## src/rtl/audio_req_pkg.sv

```systemverilog
package audio_req_pkg;
  typedef enum logic [1:0] {
    SEQ_IDLE = 2'd0,
    SEQ_REQ  = 2'd1,
    SEQ_XFER = 2'd2
  } seq_state_e;

  localparam int SRC_READY = 0;
  localparam int SRC_OVF   = 1;
  localparam int SRC_DERR  = 2;
  localparam int SRC_BERR  = 3;
  localparam int NSRC      = 4;
endpackage

```

## src/rtl/chan_occupancy.sv

```systemverilog
module chan_occupancy #(
  parameter int DEPTH = 16,
  parameter int OCC_W = $clog2(DEPTH + 1)
) (
  input  logic             clk,
  input  logic             rst_n,
  input  logic             push_try,
  input  logic             pop_try,
  output logic [OCC_W-1:0] free_words,
  output logic             full,
  output logic             accepted,
  output logic             ovf_evt
);
  logic [OCC_W-1:0] occ_q;
  logic             pop_ok;

  assign full       = (occ_q == OCC_W'(DEPTH));
  assign accepted   = push_try && !full;
  assign ovf_evt    = push_try && full;
  assign pop_ok     = pop_try && (occ_q != '0);
  assign free_words = OCC_W'(DEPTH) - occ_q;

  always_ff @(posedge clk) begin
    if (!rst_n) begin
      occ_q <= '0;
    end else begin
      case ({accepted, pop_ok})
        2'b10:   occ_q <= occ_q + OCC_W'(1);
        2'b01:   occ_q <= occ_q - OCC_W'(1);
        default: occ_q <= occ_q;
      endcase
    end
  end
endmodule

```

## src/rtl/chan_dma_seq.sv

```systemverilog
module chan_dma_seq
  import audio_req_pkg::*;
#(
  parameter int CW = 6
) (
  input  logic          clk,
  input  logic          rst_n,
  input  logic          dma_en,
  input  logic          room_ok,
  input  logic [CW-1:0] burst_len,
  input  logic          ack,
  input  logic          word_in,
  output logic          req,
  output logic          xfer_err
);
  seq_state_e    state_q;
  logic [CW-1:0] len_q;
  logic [CW-1:0] cnt_q;

  assign req      = (state_q == SEQ_REQ);
  assign xfer_err = dma_en && word_in && (state_q != SEQ_XFER);

  always_ff @(posedge clk) begin
    if (!rst_n) begin
      state_q <= SEQ_IDLE;
      len_q   <= '0;
      cnt_q   <= '0;
    end else if (!dma_en) begin
      state_q <= SEQ_IDLE;
      cnt_q   <= '0;
    end else begin
      case (state_q)
        SEQ_IDLE: if (room_ok) state_q <= SEQ_REQ;
        SEQ_REQ: begin
          if (ack) begin
            state_q <= SEQ_XFER;
            len_q   <= burst_len;
            cnt_q   <= '0;
          end
        end
        SEQ_XFER: begin
          if (word_in) begin
            if (cnt_q + CW'(1) == len_q) begin
              state_q <= SEQ_IDLE;
              cnt_q   <= '0;
            end else begin
              cnt_q <= cnt_q + CW'(1);
            end
          end
        end
        default: state_q <= SEQ_IDLE;
      endcase
    end
  end
endmodule

```

## src/rtl/irq_bank.sv

```systemverilog
module irq_bank #(
  parameter int NB = 20
) (
  input  logic          clk,
  input  logic          rst_n,
  input  logic [NB-1:0] set_evt,
  input  logic [NB-1:0] clr,
  input  logic [NB-1:0] en,
  output logic [NB-1:0] status,
  output logic          irq
);
  logic [NB-1:0] status_q;

  assign status = status_q;
  assign irq    = |(status_q & en);

  for (genvar i = 0; i < NB; i++) begin : g_bit
    always_ff @(posedge clk) begin
      if (!rst_n)          status_q[i] <= 1'b0;
      else if (set_evt[i]) status_q[i] <= 1'b1;
      else if (clr[i])     status_q[i] <= 1'b0;
    end
  end
endmodule

```

## src/rtl/audio_req_ctrl.sv

```systemverilog
module audio_req_ctrl
  import audio_req_pkg::*;
#(
  parameter int NCH   = 5,
  parameter int DEPTH = 16,
  parameter int TH_W  = 4
) (
  input  logic                 clk,
  input  logic                 rst_n,
  input  logic [NCH-1:0]       in_valid,
  output logic [NCH-1:0]       in_ready,
  input  logic [NCH-1:0]       out_pop,
  input  logic [NCH*TH_W-1:0]  cfg_thresh,
  input  logic [NCH-1:0]       cfg_dma_en,
  input  logic [NCH-1:0]       cfg_wfg_en,
  output logic [NCH-1:0]       dma_req,
  input  logic [NCH-1:0]       dma_ack,
  output logic [NCH-1:0]       wfg_req,
  input  logic [NCH-1:0]       bus_err,
  input  logic [NSRC*NCH-1:0]  irq_en,
  input  logic [NSRC*NCH-1:0]  irq_clr,
  output logic [NSRC*NCH-1:0]  irq_status,
  output logic                 irq
);
  localparam int OCC_W = $clog2(DEPTH + 1);
  localparam int CW    = ((OCC_W > TH_W) ? OCC_W : TH_W) + 1;
  localparam int NB    = NSRC * NCH;

  logic [NCH-1:0] room_ok;
  logic [NCH-1:0] ovf_evt;
  logic [NCH-1:0] derr_evt;
  logic [NB-1:0]  set_evt;

  for (genvar c = 0; c < NCH; c++) begin : g_ch
    logic [OCC_W-1:0] free_words;
    logic             full;
    logic             accepted;
    logic [CW-1:0]    need;

    assign need       = CW'(cfg_thresh[c*TH_W +: TH_W]) + CW'(1);
    assign room_ok[c] = (CW'(free_words) >= need);
    assign in_ready[c] = !full;
    assign wfg_req[c]  = cfg_wfg_en[c] && room_ok[c];

    chan_occupancy #(.DEPTH(DEPTH), .OCC_W(OCC_W)) u_occ (
      .clk        (clk),
      .rst_n      (rst_n),
      .push_try   (in_valid[c]),
      .pop_try    (out_pop[c]),
      .free_words (free_words),
      .full       (full),
      .accepted   (accepted),
      .ovf_evt    (ovf_evt[c])
    );

    chan_dma_seq #(.CW(CW)) u_seq (
      .clk       (clk),
      .rst_n     (rst_n),
      .dma_en    (cfg_dma_en[c]),
      .room_ok   (room_ok[c]),
      .burst_len (need),
      .ack       (dma_ack[c]),
      .word_in   (in_valid[c]),
      .req       (dma_req[c]),
      .xfer_err  (derr_evt[c])
    );
  end

  assign set_evt = {bus_err, derr_evt, ovf_evt, room_ok};

  irq_bank #(.NB(NB)) u_irq (
    .clk     (clk),
    .rst_n   (rst_n),
    .set_evt (set_evt),
    .clr     (irq_clr),
    .en      (irq_en),
    .status  (irq_status),
    .irq     (irq)
  );
endmodule

```

## config.mk

```make
export PLATFORM = sky130hd
export DESIGN_NAME = audio_req_ctrl
export DESIGN_NICKNAME = d
export VERILOG_FILES = /design/src/rtl/audio_req_pkg.sv /design/src/rtl/chan_occupancy.sv /design/src/rtl/chan_dma_seq.sv /design/src/rtl/irq_bank.sv /design/src/rtl/audio_req_ctrl.sv
export SDC_FILE = /design/constraint.sdc
export NUM_CORES = 1
export LEC_CHECK = 0
export ABC_CLOCK_PERIOD_IN_PS = 5900
export CORE_MARGIN = 2
export CORE_UTILIZATION = 40
export CTS_CLUSTER_SIZE = 8
export DETAILED_ROUTE_END_ITERATION = 10
export GPL_TIMING_DRIVEN = 0
export HOLD_SLACK_MARGIN = 0.15
export MAX_ROUTING_LAYER = met4
export SLEW_MARGIN = 20
export SYNTH_ARGS = -nofsm -noshare
export SYNTH_HDL_FRONTEND = slang
export SYNTH_SLANG_ARGS = --single-unit
```

## constraint.sdc

```tcl
create_clock -name clk -period 5.9 [get_ports clk]
set_clock_uncertainty 0.1 [all_clocks]
set_input_delay 1.475 -clock clk [delete_from_list [all_inputs] [get_ports clk]]
set_output_delay 1.475 -clock clk [all_outputs]
set_load 0.01 [all_outputs]
```

==> out/summary.txt, run 1 <==
Synth area leader - dfxtp_1
RSZ-0062 raised after global routing - no
Area contributors post-synth - dfxtp_1, ha_1, xnor2_1, xor2_1, and2_1
Finished Layout Cells - 1203
Final GP Congestion - 0.853
Clk Latency, worst-skew pair - 0.35 ns
Most common cell on crit path - a21o_1
Place WS - 0.228 ns
ANT cells - 0
DR pass1 iterations - 5
Synthesized flop and latch total - 110
Synth unique cells - 52
Buffers on Ports - 126
Cells after DPL - 1187
Post-synthesis async set-or-reset flop share - 0
Final Hold Violating Endpoints - 0
Leakage - 3.86 nW
Detailed Route Iter0 Violations - 403
Final ANT Viol Nets - 0
Worst-path fanout max - 4
Number of I/O pins - 128
Total Nets Final - 1140
Critical Path Max Stage Delay - 0.49 ns
Gate Count Post-Synth - 836
Die ar. - 18900 um2
Max cap viols - 0
Setup ws final - 0.293 ns
DR vias - 6055
GRT Resource Usage Total - 0.190
Crit path time final - 5.61 ns
CP cell instances - clkdlybuf4s50_1, ha_1, inv_1, ha_1, a21o_1, a21o_1, a21o_1, a21oi_1, nor2b_1, clkdlybuf4s50_1
Final period utilization - 0.950
CTS Buf Count - 9
CTS Root Cell - clkbuf_16
Syn-to-layout area delta - 25.9%
CTS tree - built
Antenna violations before repair - 0
DR WL/cell - 14.1 um
Die width - 138 um
Slew @ Worst Pin - 0.843 ns
Starting density of the core - 0.411
Max-slew violations - 0
Sequential element share of the synthesized area - 0.308
Resized Gates After CTS - 0
Worst-case clock buffer depth - 2
Post-CTS Hold Buffers - 0
Peak supply drop - 0.206 mV
H-Tree Depth - 3
Post-synth top cells - dfxtp_1, ha_1, nand2_1
Most common cell in the netlist - dfxtp_1
Final setup viols - 0
Worst hold slack - 0.385 ns
Layout cells sized above 1 - 0.0307
Synth Net Count - 1003
Max Clock Freq - 178 MHz
Cell area after synthesis - 7140 um2
Mapped Avg Cell Area - 8.54 um2
Drt drc - 0
Predominant post-synthesis flop cell - dfxtp_1
Core Region - 17400 um2
Final setup TNS - 0 ns
Final wirelength - 17000 um
CP max-delay cell - clkdlybuf4s50_1
Worst path required time - 4.32 ns
Crit path DAT - 4.03 ns
Critical path class - primary input to output port
Max_slew headroom - 0.438
DR vias/cell - 5.03
Crit start category - primary input
Synth warn - 0
Synth top area share - 0.308
Detailed-placement wirelength estimate - 13200 um
Largest net degree at the start of global routing - 19
Die H - 138 um
Pwr Density - 370 nW/um2
Number of flops mapped to enable cells by yosys - 0
Worst min path class - register to register
First-pass GRT wire length - 27700 um
Fin util - 0.518
Clk sinks - 110
FP Rows - 48
GRT overflow - 0
Outcome - completed
CP endpoint kind - output port
Vias in the first global route - 5678
Post-CTS Setup Bufs - 0
Clock transition at path regs - 0.07 ns
## flip-flops by register name, indices dropped and copies added, names as in the netlist
register	cells
g_ch.u_seq.cnt_q	30
g_ch.u_seq.len_q	25
g_ch.u_occ.occ_q	25
u_irq.status	20
g_ch.u_seq.state_q	10
## final cells by class
class | count | area [um2]
clock inverters | 6 | 70.1
multi-input cells | 629 | 4550
plain buffers | 38 | 169
repair buffers | 126 | 1260
inverters | 59 | 221
clock buffers | 10 | 239
fillers | 1712 | 8370
well taps | 225 | 282
flip-flops and latches | 110 | 2200
## power by group
part | internal [mW] | total [mW] | switching (mW)
sequential | 0.872 | 1.02 | 0.143
combinational | 0.868 | 1.67 | 0.802
clock | 0.344 | 0.639 | 0.295
total | 2.08 | 3.32 | 1.24
## through the flow
| stage | total power, mW | instance area [um2] |
|---|---|---|
| floorplan | 2.19 | 7140 |
| global placement | 2.70 | 8680 |
| detailed placement | 2.72 | 8680 |
| CTS | 3.37 | 8990 |
| global route | 3.64 | 8990 |
| finish | 3.32 | 8990 |
## final timing paths
| kind | startpoint | slack, ns | end | cells past startpoint |
|---|---|---|---|---|
| worst max-delay path | cfg_thresh[4] | 0.29 | wfg_req[1] | 10 |
| worst max register to register | g_ch[3].u_occ.occ_q[0]$_SDFFE_PN0P_ | 2.73 | g_ch[3].u_occ.occ_q[4]$_SDFFE_PN0P_ | 15 |
| worst min-delay path | g_ch[1].u_seq.state_q[0]$_SDFFE_PN0P_ | 0.39 | g_ch[1].u_seq.state_q[0]$_SDFFE_PN0P_ | 2 |
| worst min register to register | g_ch[1].u_seq.state_q[0]$_SDFFE_PN0P_ | 0.39 | g_ch[1].u_seq.state_q[0]$_SDFFE_PN0P_ | 2 |
## cells in the final DEF, fill, tap and decap left out, types with 7 or more instances in the layout
| cell | n |
|---|---|
| clkdlybuf4s50_1 | 126 |
| dfxtp_1 | 110 |
| nand2_1 | 70 |
| ha_1 | 70 |
| inv_1 | 59 |
| xnor2_1 | 43 |
| and2_1 | 43 |
| a21oi_1 | 38 |
| xor2_1 | 35 |
| nor2b_1 | 34 |
| nand3_1 | 32 |
| a21o_1 | 32 |
| clkbuf_1 | 26 |
| nor2_1 | 25 |
| o21ai_0 | 22 |
| nand2b_1 | 19 |
| nor3_1 | 18 |
| o211a_1 | 15 |
| mux2i_1 | 14 |
| a21boi_0 | 11 |
| and3_1 | 10 |
| nor3b_1 | 9 |
| nand4_1 | 9 |
| o21a_1 | 9 |
| clkbuf_16 | 9 |
| o211ai_1 | 8 |
| or3_1 | 7 |
| o22ai_1 | 7 |
## worst max-delay path, delay by kind of cell
kind	cells	cell delay, ns
compound gates	4	0.85
fa+ha+maj	2	0.61
buf+inv	3	1.00
simple gates	1	0.08
## routing by layer
| layer | up-vias | GRT usage | share of wire |
|---|---|---|---|
| met5 | - | - | 0 |
| met4 | 0 | 0.0515 | 0.013 |
| met3 | 14 | 0.0254 | 0.041 |
| met2 | 123 | 0.296 | 0.44 |
| met1 | 2757 | 0.259 | 0.50 |
| li1 | 3161 | - | - |
## logic make-up (layout without fill, tap and decap cells)
kind of cell,Yosys count,in the layout,synth area share
buf+inv,97,239,0.0547
fa+ha+maj,75,75,0.137
flops,110,110,0.308
mux,14,14,0.0196
simple gates,286,286,0.213
compound gates,176,176,0.172
xor+xnor,78,78,0.0957
Power figures use the tool's default switching activity.
==> inputs of run 2 (changes only) <==
- SLEW_MARGIN: 20 -> default
==> results of run 2 <==
Same layout as run 1: the final DEF is identical, and so are final timing and power.
